--- config.mk ---
export PLATFORM = sky130hd
export DESIGN_NAME = ovl_alpha_blend
export DESIGN_NICKNAME = d
export VERILOG_FILES = /design/src/rtl/ovl_blend_pkg.sv /design/src/rtl/ovl_weight_lut.sv /design/src/rtl/ovl_blend_lane.sv /design/src/rtl/ovl_alpha_blend.sv
export SDC_FILE = /design/constraint.sdc
export NUM_CORES = 1
export LEC_CHECK = 0
export BUFFER_PORTS_ARGS = -buffer_cell sky130_fd_sc_hd__clkbuf_2
export CAP_MARGIN = 0
export CORE_MARGIN = 2
export CORE_UTILIZATION = 25
export DETAILED_ROUTE_END_ITERATION = 8
export PLACE_DENSITY = 0.52
export SYNTH_ARGS = -nofsm -noshare
export SYNTH_HDL_FRONTEND = slang
export SYNTH_SLANG_ARGS = --single-unit
--- constraint.sdc ---
create_clock -name clk_i -period 8.4 [get_ports clk_i]
set_input_delay 0.84 -clock clk_i [delete_from_list [all_inputs] [get_ports clk_i]]
set_output_delay 0.84 -clock clk_i [all_outputs]
set_load 0.05 [all_outputs]
--- src/rtl/ovl_blend_pkg.sv ---
package ovl_blend_pkg;
  localparam int unsigned CW = 8;
  localparam int unsigned WW = 4;
  localparam int unsigned IW = 2;
  localparam int unsigned NE = 1 << IW;
  localparam logic [NE*WW-1:0] TBL_RST = 16'hFFA0; // entry 0 in the low nibble
endpackage

--- src/rtl/ovl_weight_lut.sv ---
module ovl_weight_lut
  import ovl_blend_pkg::*;
#(
  parameter int unsigned IDX_W = IW,
  parameter int unsigned WGT_W = WW,
  parameter logic [(1<<IDX_W)*WGT_W-1:0] RST_TBL = TBL_RST
) (
  input  logic             clk_i,
  input  logic             rst_ni,
  input  logic             we_i,
  input  logic [IDX_W-1:0] waddr_i,
  input  logic [WGT_W-1:0] wdata_i,
  input  logic             pin_mode_i,
  input  logic [IDX_W-1:0] pin_idx_i,
  input  logic [IDX_W-1:0] luma_idx_i,
  output logic [WGT_W-1:0] wgt_o
);
  localparam int unsigned N = 1 << IDX_W;

  logic [WGT_W-1:0] tbl [N];
  logic [IDX_W-1:0] idx;

  for (genvar e = 0; e < N; e++) begin : g_ent
    always_ff @(posedge clk_i or negedge rst_ni) begin
      if (!rst_ni)                         tbl[e] <= RST_TBL[e*WGT_W +: WGT_W];
      else if (we_i && waddr_i == IDX_W'(e)) tbl[e] <= wdata_i;
    end
  end

  assign idx   = pin_mode_i ? pin_idx_i : luma_idx_i;
  assign wgt_o = tbl[idx];

  p_wr_lands_r7: assert property (@(posedge clk_i) disable iff (!rst_ni)
    we_i |=> tbl[$past(waddr_i)] == $past(wdata_i));
endmodule

--- src/rtl/ovl_blend_lane.sv ---
module ovl_blend_lane
  import ovl_blend_pkg::*;
#(
  parameter int unsigned DW = CW,
  parameter int unsigned WGT_W = WW
) (
  input  logic             clk_i,
  input  logic             rst_ni,
  input  logic [WGT_W-1:0] wgt_i,
  input  logic [DW-1:0]    vid_i,
  input  logic [DW-1:0]    ovl_i,
  output logic [DW-1:0]    res_o
);
  localparam int unsigned WMAX = (1 << WGT_W) - 1;
  localparam int unsigned AW   = DW + WGT_W + 1;

  logic [WGT_W-1:0] wgt_q;
  logic [DW-1:0]    vid_q, ovl_q;
  logic [AW-1:0]    acc, quo;

  always_ff @(posedge clk_i or negedge rst_ni) begin
    if (!rst_ni) begin
      wgt_q <= '0;
      vid_q <= '0;
      ovl_q <= '0;
    end else begin
      wgt_q <= wgt_i;
      vid_q <= vid_i;
      ovl_q <= ovl_i;
    end
  end

  always_comb begin
    acc = AW'(wgt_q) * AW'(ovl_q)
        + AW'(WGT_W'(WMAX) - wgt_q) * AW'(vid_q)
        + AW'(WMAX / 2);
    quo = acc / AW'(WMAX);
  end

  always_ff @(posedge clk_i or negedge rst_ni) begin
    if (!rst_ni) res_o <= '0;
    else         res_o <= quo[DW-1:0];
  end

  p_w0_video_r5: assert property (@(posedge clk_i) disable iff (!rst_ni)
    (wgt_q == '0) |=> res_o == $past(vid_q));
  p_wmax_ovl_r5: assert property (@(posedge clk_i) disable iff (!rst_ni)
    (wgt_q == WGT_W'(WMAX)) |=> res_o == $past(ovl_q));
  p_in_range_r9: assert property (@(posedge clk_i) disable iff (!rst_ni)
    1'b1 |=> (res_o >= (($past(vid_q) < $past(ovl_q)) ? $past(vid_q) : $past(ovl_q)))
          && (res_o <= (($past(vid_q) < $past(ovl_q)) ? $past(ovl_q) : $past(vid_q))));
endmodule

--- src/rtl/ovl_alpha_blend.sv ---
module ovl_alpha_blend
  import ovl_blend_pkg::*;
(
  input  logic          clk_i,
  input  logic          rst_ni,
  input  logic          valid_i,
  input  logic [CW-1:0] vid_y_i,
  input  logic [CW-1:0] vid_cb_i,
  input  logic [CW-1:0] vid_cr_i,
  input  logic [CW-1:0] ovl_y_i,
  input  logic [CW-1:0] ovl_cb_i,
  input  logic [CW-1:0] ovl_cr_i,
  input  logic [IW-1:0] alpha_i,
  input  logic          pin_mode_i,
  input  logic          lut_we_i,
  input  logic [IW-1:0] lut_addr_i,
  input  logic [WW-1:0] lut_wdata_i,
  output logic [CW-1:0] y_o,
  output logic [CW-1:0] cb_o,
  output logic [CW-1:0] cr_o,
  output logic          valid_o
);
  localparam int unsigned NC = 3;

  logic [WW-1:0] wgt;
  logic [CW-1:0] vid_c [NC];
  logic [CW-1:0] ovl_c [NC];
  logic [CW-1:0] res_c [NC];
  logic [1:0]    vld_q;

  assign vid_c[0] = vid_y_i;  assign ovl_c[0] = ovl_y_i;
  assign vid_c[1] = vid_cb_i; assign ovl_c[1] = ovl_cb_i;
  assign vid_c[2] = vid_cr_i; assign ovl_c[2] = ovl_cr_i;

  ovl_weight_lut u_lut (
    .clk_i      (clk_i),
    .rst_ni     (rst_ni),
    .we_i       (lut_we_i),
    .waddr_i    (lut_addr_i),
    .wdata_i    (lut_wdata_i),
    .pin_mode_i (pin_mode_i),
    .pin_idx_i  (alpha_i),
    .luma_idx_i (ovl_y_i[IW-1:0]),
    .wgt_o      (wgt)
  );

  for (genvar c = 0; c < NC; c++) begin : g_lane
    ovl_blend_lane u_lane (
      .clk_i  (clk_i),
      .rst_ni (rst_ni),
      .wgt_i  (wgt),
      .vid_i  (vid_c[c]),
      .ovl_i  (ovl_c[c]),
      .res_o  (res_c[c])
    );
  end

  assign y_o  = res_c[0];
  assign cb_o = res_c[1];
  assign cr_o = res_c[2];

  always_ff @(posedge clk_i or negedge rst_ni) begin
    if (!rst_ni) vld_q <= '0;
    else         vld_q <= {vld_q[0], valid_i};
  end
  assign valid_o = vld_q[1];

  p_vld_rise_r6: assert property (@(posedge clk_i) disable iff (!rst_ni)
    valid_i |=> ##1 valid_o);
  p_vld_low_r6: assert property (@(posedge clk_i) disable iff (!rst_ni)
    !valid_i |=> ##1 !valid_o);
endmodule

Word-level counts from Yosys, hierarchy flattened
Index checks and enable logic that the tools add are counted. W data, S select, Z words.

Register bits after elaboration: 94. Input bits: 61. Logic and storage cells: 45.

Add/subtract/negate cells: 7. Multipliers: 6. Div/mod/pow operators: 3. $lt $le $gt $ge: 1. Equal/unequal tests: 3. Mux-type cells: 4. Bitwise operators: 1. Reductions and logical operators: 5.

Operators with widths (count): $add A12 B13 Y13 (3); $add A13 B3 Y13 const B (3); $div A13 B4 Y13 const B (3); $mul A4 B8 Y12 (3); $mul A13 B8 Y13 (2); $mul A5 B9 Y13 (1); $bmux W4 S2 (1); $mux W4 (2); $sub A4 B4 Y5 const A (1); $eq A2 B2 Y1 const B (2); $logic_and A1 B1 Y1 (4); $ge A3 B3 Y1 const B (1); $not A2 Y3 (1); $eq A2 B1 Y1 const B (1); $logic_not A2 Y1 (1); $mux W2 (1).

Longest topological paths before layout
Gate-level depths: netlist (run 1).

Depth after elaboration: 5. Mapped depth: 40. Gate-level depth less buffers: 34.

Modules after synthesis
Synthesis (run 1) repeated with hierarchy kept, for this count alone.

Cell total of the unflattened synthesis: 1457. Area total of the unflattened synthesis: 13529.2 µm².

Modules (own cells, without submodules): ovl_blend_lane at g_lane[1].u_lane (times used 1, cells an instance 486, area each 4377.9 µm², sequential area each 700.7 µm²); ovl_blend_lane at g_lane[2].u_lane (times used 1, cells an instance 473, area each 4265.3 µm², sequential area each 700.7 µm²); ovl_blend_lane at g_lane[0].u_lane (times used 1, cells an instance 454, area each 4085.2 µm², sequential area each 700.7 µm²); ovl_weight_lut (times used 1, cells an instance 42, area each 750.7 µm², sequential area each 412.9 µm²); ovl_alpha_blend (times used 1, cells an instance 2, area each 50.0 µm², sequential area each 50.0 µm²).

Worst setup path before layout (run 1)
Ideal clock, no wire load.

Path type: flip-flop to flip-flop. From: register g_lane[2].u_lane.wgt_q[1] (netlist name). To: register g_lane[0].u_lane.res_o[0]. Setup time: 0.127 ns. Arrival time: 8.644 ns. Required time: 8.273 ns. Setup slack: -0.370 ns. Stages on the path, launching flop included: 34. Cells stage by stage: dfrtp_1 clkbuf_1 clkbuf_1 nor2b_1 fa_1 fa_1 fa_1 inv_1 fa_1 fa_1 inv_1 ha_1 o21a_1 o22ai_2 or4b_2 and3_1 a2111oi_1 nor3_2 a32oi_2 mux2_2 nand2_1 nor2_1 a2111o_1 o21ai_0 a31oi_1 nand2_1 a21oi_1 or2_2 ha_1 or3_1 a21oi_1 nor4_1 o211ai_1 o21ai_1.

RTL lines: end signal: assignment (RTL line ovl_blend_lane.sv:42) `else res_o <= quo[DW-1:0];`; end: declaration (RTL line ovl_blend_lane.sv:12) `output logic [DW-1:0] res_o`.

==> flow_metrics.env, run 1 <==
export IMPL_clkSlewWorstSetupHoldPaths_ns=0.09
export IMPL_synthesized_area_fraction_occupied_by_ao_oa_aoi_and_oai_cells_pct=19.2
export IMPL_grt_total_usage_pct=13.1
export IMPL_synth_net_count=1871
export IMPL_grt_first_pass_wirelength_um=61200
export IMPL_cp_required_ns=8.69
export IMPL_tightestPinTransition_ns=0.955
export IMPL_critical_path_buf_inv_count=6
export IMPL_clock_path_buffers=2
export IMPL_clock_tree_root_cell="clkbuf_16"
export IMPL_io_buffer_count=85
export IMPL_diodes=0
export IMPL_number_of_antenna_violations_at_the_first_check_in_global_routing=1
export IMPL_cts_inserted_buffers=9
export IMPL_worst_skew_pair_late_latency_ns=0.40
export IMPL_summed_instance_area_of_the_synthesized_netlist_mm2=0.0139
export IMPL_first_global_vias=12200
export IMPL_initial_core_util_pct=25.2
export IMPL_ctsHoldBuffers=0
export IMPL_drt_initial_drc_count=572
export IMPL_design_die_area_mm2=0.0574
export IMPL_muxShareOfSynthArea_pct=3.63
export IMPL_gr_max_usage_layer="met2"
export IMPL_drive_gt1_share_pct=34.2
export IMPL_grt_max_degree=49
export IMPL_final_max_slew_viols=0
export IMPL_boundaryPins=86
export IMPL_cpMaxStageDelayCell="fa_1"
export IMPL_detailedRoute_firstPassIterationCount=5
export IMPL_fin_worst_hold_slack_ns=0.361
export IMPL_ff_latch_count_synth=94
export IMPL_number_of_different_library_cells_in_the_post_synthesis_netlist=103
export IMPL_grtUsageMet1_pct=17.8
export IMPL_post_synth_and_or_nand_nor_area_fraction_pct=19.3
export IMPL_time_the_final_worst_path_needs_with_i_o_delays_and_setup_ns=8.35
export IMPL_place_detailed_hpwl_um=30300
export IMPL_die_y_um=240
export IMPL_fill_cells=5641
export IMPL_gate_count_after_technology_mapping=1558
export IMPL_critPathCaptureType="register"
export IMPL_xor_and_xnor_fraction_of_the_mapped_netlist_area_pct=2.39
export IMPL_outcome="finished clean"
export IMPL_max_freq_mhz=120
export IMPL_utilization_pct=33.9
export IMPL_critPathMaxFanout=7
export IMPL_routabilityCongestion=0.854
export IMPL_core_mm2=0.0550
export IMPL_report_final_hold_viol_count=0
export IMPL_min_path_type="register to register"
export IMPL_cts_tree="done"
export IMPL_synth_seq_area_share_pct=17.1
export IMPL_drt_total_wl_um=38300
export IMPL_grt_remaining_overflow=0
export IMPL_clock_h_tree_levels=3
export IMPL_routed_via_count=12300
export IMPL_grt_met2_usage_pct=22.0
export IMPL_layout_nets=2186
export IMPL_synthesis_area_per_instance_um2=8.90
export IMPL_route_detailed_drc=0
export IMPL_ys_warnings_count=0
export IMPL_setup_repair_after_global_routing_missed_its_margin="true"
export IMPL_crit_path_max_incr_delay_ns=0.56
export IMPL_synthAdderAreaFrac_pct=30.7
export IMPL_pre_cts_slack_ns=-0.261
export IMPL_postSynth_asyncResetShare_pct=100
export IMPL_max_slew_headroom_pct=36.1
export IMPL_floorplan_die_width_um=240
export IMPL_floorplan_rows=86
export IMPL_worstSetupStartpointType="register"
export IMPL_vias_per_cell=4.66
export IMPL_max_cap_violations=0
export IMPL_cp_top_family="adder cells"
export IMPL_layout_setup_ws_ns=0.0541
export IMPL_report_final_setup_viol=0
export IMPL_worst_ep_arrival_time_ns=8.63
export IMPL_cts_sinks=94
export IMPL_ys_flop_type="dfrtp_1"
export IMPL_dominant_combinational_cell_family_by_area_after_synthesis="adder cells"
export IMPL_synth_enable_flop_cells=0
export IMPL_timing_worst_setup_path_type="register to register"
export IMPL_synth_to_final_area_change_pct=34.4
export IMPL_fin_worst_skew_ns=0.0207
export IMPL_drtAntennaViolNets=0
export IMPL_post_drt_wl_per_cell_um=14.6
export IMPL_global_route_usage_met3_pct=1.92
export IMPL_final_min_period_over_clock_period_pct=99.4
==> sequential cells by signal (all words and copies together) (netlist names) <==
register and cells:
vld_q 2, u_lut.tbl 16, g_lane.u_lane.vid_q 24, g_lane.u_lane.ovl_q 24, g_lane.u_lane.res_o 24, g_lane.u_lane.wgt_q 4
==> metrics by stage <==
step                area (um^2)  cells  setup TNS, ns
floorplan                 13900   1558              0
global placement          16800   2565         -0.266
detailed placement        16800   2565         -0.588
CTS                       17400   2586       -0.00678
global route              18600   2626         -0.668
finish                    18600   2626              0
==> placed cells by master, fill, tap and decap left out, types with 9 or more instances in the layout <==
cell	instances
xor2_1	11
clkbuf_16	11
nor2_1	67
o21a_1	15
nand2_1	118
nand2b_1	30
ha_4	13
xnor2_1	20
a211o_1	17
mux2i_1	9
clkbuf_2	84
fa_2	9
nor2b_1	64
a211oi_2	12
o22ai_1	9
a21oi_1	56
a21oi_2	11
nand3_1	31
o21ai_1	9
o211ai_1	21
a211oi_1	14
o21ai_2	9
ha_1	91
fa_1	132
nor2b_2	15
and2_1	45
mux2_2	21
dfrtp_1	79
or3_1	10
o21ai_0	26
a21o_1	20
buf_4	254
buf_6	16
dfstp_2	10
nor3_1	14
a31oi_1	14
nor2b_4	9
inv_1	216
==> kinds of logic (layout without fill, tap and decap cells) <==
kind of cell	Yosys count	in the layout
AO/OA/AOI/OAI	353	353
flip-flops	94	94
XOR/XNOR	37	37
AND/OR/NAND/NOR	498	498
adder cells (fa/ha/maj)	256	256
buffers and inverters	278	598
multiplexers	42	42
==> layout make-up <==
class	count	area, um^2	share of cell area (%)
multi-input combinational	1186	11500	61.9
sequential	94	2370	12.7
timing repair buffer	361	2650	14.2
clock inverter	7	75.1	0.403
clock buffer	9	225	1.21
inverter	221	830	4.45
tap	748	936	5.02
==> final timing paths <==
| kind | from | end | slack [ns] | cells past startpoint |
|---|---|---|---|---|
| worst min register to register | vld_q[0] | vld_q[1] | 0.36 | 0 |
| worst max register to register | g_lane[2].u_lane.wgt_q[2] | g_lane[0].u_lane.res_o[0] | 0.05 | 34 |
| min in group asynchronous | rst_ni | g_lane[2].u_lane.res_o[6] | 0.45 | 1 |
| max in group asynchronous | rst_ni | g_lane[2].u_lane.wgt_q[3] | 6.76 | 2 |
| worst max-delay path | g_lane[2].u_lane.wgt_q[2] | g_lane[0].u_lane.res_o[0] | 0.05 | 34 |
| worst min-delay path | vld_q[0] | vld_q[1] | 0.36 | 0 |
==> synthesized netlist by cell type (all sizes together) (8+ instances only) <==
cell type  count  share of area [%]
o21ai         45                1.6
a31o           8               0.51
clkbuf        33               0.90
or2           14               0.63
o31ai         11               0.63
inv          221                6.0
fa           141                 20
nand3         32                1.2
a21oi         67                2.4
nor2          73                2.0
and3           8               0.36
xor2          14               0.88
nor4           8               0.47
a211o         18                1.1
and2          50                2.3
nor3          24                1.1
mux2          23                1.9
dfrtp         84                 15
ha           111                 10
dfstp         10                1.9
or3           17               0.80
nand2b        31                1.4
o22ai         12               0.69
o211ai        22                1.2
nand2        123                3.4
o21a          16               0.87
a211oi        32                2.1
nor2b         88                4.0
mux2i         15                1.1
nor3b          8               0.43
buf           24               0.88
a31oi         18               0.86
xnor2         23                1.5
a21o          20                1.1
==> repair_timing <==
| action | in CTS | in global routing |
|---|---|---|
| setup endpoints to repair | 5 | 5 |
| cloned | 0 | 2 |
| hold endpoints to repair | 0 | 0 |
| buffers inserted | 5 | 38 |
| resized for setup | 51 | 191 |
| pin swaps | 19 | 101 |
==> metal layers <==
layer	up-vias	share of wire, %
li1	5993	-
met1	6035	47
met2	197	49
met3	23	3.1
met4	2	1.1
met5	-	0.034
Power of run 1 is left out: the tool's default activity adds up to more than one toggle a clock period on the data nets, which glitch-free logic cannot reach.
==> run 2: changes to the inputs <==
==> constraint.sdc (replaced) <==
create_clock -name clk_i -period 8.4 [get_ports clk_i]
set_input_delay 0 -clock clk_i [delete_from_list [all_inputs] [get_ports clk_i]]
set_output_delay 0 -clock clk_i [all_outputs]
set_load 0.05 [all_outputs]
==> run 2 against run 1 <==
Final cell count grew 2.1%. Critical path type unchanged. Utilization grew 0.98 points. Register-to-register slack is essentially flat. First-iteration DRC count grew 7.5%. Critical endpoint unchanged. Setup slack gained 0.0013 ns. Fmax is essentially flat. Clock skew is essentially flat. Clock-buffer cell count is the same. Sequential cell count is the same. Critical path depth is the same. Worst hold slack lost 0.26 ns.
==> flow_metrics.env, run 2 (synthesized netlist as in run 1, its figures left out) <==
export IMPL_design_die_area_mm2=0.0574
export IMPL_crit_path_max_incr_delay_ns=0.56
export IMPL_tightestPinTransition_ns=0.940
export IMPL_worstSetupStartpointType="register"
export IMPL_floorplan_rows=86
export IMPL_report_final_setup_viol=0
export IMPL_die_y_um=240
export IMPL_pre_cts_slack_ns=-0.261
export IMPL_grt_max_degree=49
export IMPL_routed_via_count=12500
export IMPL_first_global_vias=12500
export IMPL_biggestRegsByFlops="g_lane.u_lane.ovl_q x24, g_lane.u_lane.res_o x24, g_lane.u_lane.vid_q x24"
export IMPL_place_detailed_hpwl_um=30300
export IMPL_cts_tree="done"
export IMPL_diodes=0
export IMPL_grt_remaining_overflow=0
export IMPL_number_of_antenna_violations_at_the_first_check_in_global_routing=1
export IMPL_detailedRoute_firstPassIterationCount=5
export IMPL_setup_repair_after_global_routing_missed_its_margin="true"
export IMPL_cts_inserted_buffers=9
export IMPL_max_freq_mhz=120
export IMPL_layout_setup_ws_ns=0.0554
export IMPL_mostFrequentLayoutCell="buf_4"
export IMPL_post_drt_wl_per_cell_um=14.4
export IMPL_max_cap_violations=0
export IMPL_fin_worst_hold_slack_ns=0.101
export IMPL_clock_tree_root_cell="clkbuf_16"
export IMPL_multi_input_comb_area_mm2=0.0115
export IMPL_critPathCaptureType="register"
export IMPL_cts_sinks=94
export IMPL_clock_path_buffers=2
export IMPL_synth_to_final_area_change_pct=38.3
export IMPL_drt_initial_drc_count=615
export IMPL_clock_h_tree_levels=3
export IMPL_max_slew_headroom_pct=37.1
export IMPL_drtAntennaViolNets=0
export IMPL_drt_total_wl_um=38500
export IMPL_min_path_type="primary input to register"
export IMPL_initial_core_util_pct=25.2
export IMPL_core_mm2=0.0550
export IMPL_io_buffer_count=85
export IMPL_vias_per_cell=4.65
export IMPL_worst_ep_arrival_time_ns=8.63
export IMPL_outcome="finished clean"
export IMPL_boundaryPins=86
export IMPL_sequential_cell_area_mm2=0.00237
export IMPL_fin_worst_skew_ns=0.0202
export IMPL_layout_nets=2240
export IMPL_final_max_slew_viols=0
export IMPL_route_detailed_drc=0
export IMPL_mostFrequentLayoutCells="buf_4 (254), inv_1 (216), fa_1 (132)"
export IMPL_routabilityCongestion=0.854
export IMPL_report_final_hold_viol_count=0
export IMPL_timing_worst_setup_path_type="register to register"
export IMPL_grt_total_usage_pct=13.2
export IMPL_floorplan_die_width_um=240
export IMPL_worst_skew_pair_late_latency_ns=0.41
export IMPL_time_the_final_worst_path_needs_with_i_o_delays_and_setup_ns=8.34
export IMPL_final_min_period_over_clock_period_pct=99.3
export IMPL_cpMaxStageDelayCell="fa_1"
export IMPL_fill_cells=5604
export IMPL_grt_first_pass_wirelength_um=61800
export IMPL_drive_gt1_share_pct=33.2
export IMPL_critPathMaxFanout=7
export IMPL_cp_required_ns=8.69
export IMPL_clkSlewWorstSetupHoldPaths_ns=0.09
-- run 2: changes by cell type in the layout (fill, tap and decap cells not counted) --
cell           previous run  this run
dlygate4sd3_1             0        54
-- run 2: cell type report --
class | count | area share, %
Clock buffer | 9 | 1.17
Clock inverter | 7 | 0.392
Inverter | 221 | 4.33
Multi-Input combinational cell | 1186 | 60.2
Sequential cell | 94 | 12.4
Timing Repair Buffer | 415 | 16.7
Tap cell | 748 | 4.88
-- run 2: worst paths after layout --
| kind | from | end | slack (ns) | cells past startpoint |
|---|---|---|---|---|
| max in group asynchronous | rst_ni | g_lane[2].u_lane.wgt_q[3] | 7.06 | 3 |
| max reg2reg | g_lane[2].u_lane.wgt_q[2] | g_lane[0].u_lane.res_o[0] | 0.06 | 34 |
| min reg2reg | vld_q[0] | vld_q[1] | 0.36 | 0 |
| min | lut_addr_i[0] | u_lut.tbl[12] | 0.10 | 3 |
| min in group asynchronous | rst_ni | g_lane[2].u_lane.res_o[6] | 0.15 | 2 |
| max | g_lane[2].u_lane.wgt_q[2] | g_lane[0].u_lane.res_o[0] | 0.06 | 34 |
-- run 2: per-stage QoR --
| stage | std cells | instance area, um^2 | util (%) | setup TNS (ns) |
|---|---|---|---|---|
| after floorplan | 1558 | 13900 | - | 0 |
| after detailed placement | 2565 | 16800 | 30.5 | -0.588 |
| after global placement | 2565 | 16800 | 30.5 | -0.266 |
| after CTS | 2640 | 17900 | 32.6 | -0.00678 |
| after global routing | 2680 | 19200 | 34.9 | -0.667 |
| final | 2680 | 19200 | 34.9 | 0 |
-- run 2: critical path, delay by kind of cell, from the launching register on --
kind / cells / cell delay [ns]
AOI/OAI and AO/OA: 13 / 2.49
adders and majority gates: 7 / 2.76
buffers and inverters: 6 / 0.63
DFF: 1 / 0.46
muxes: 1 / 0.22
and+or+nand+nor: 7 / 1.66
-- run 2: routing by layer --
layer / track usage (%) / share of wire, % / vias to the layer above
li1: - / - / 6101
met4: 3.22 / 1.5 / 2
met1: 17.9 / 48 / 6125
met5: 0 / 0.021 / -
met2: 22.2 / 48 / 195
met3: 1.79 / 2.6 / 32
-- run 2: what timing repair did --
action | 4_1_cts | 5_1_grt
pin swaps | 19 | 101
gates resized for setup | 51 | 191
setup endpoints to repair | 5 | 5
hold buffers | 54 | 0
gates cloned | 0 | 2
buffers inserted | 5 | 38
endpoints found under the hold margin | 111 | 0
Power of run 2 is left out for the same reason.
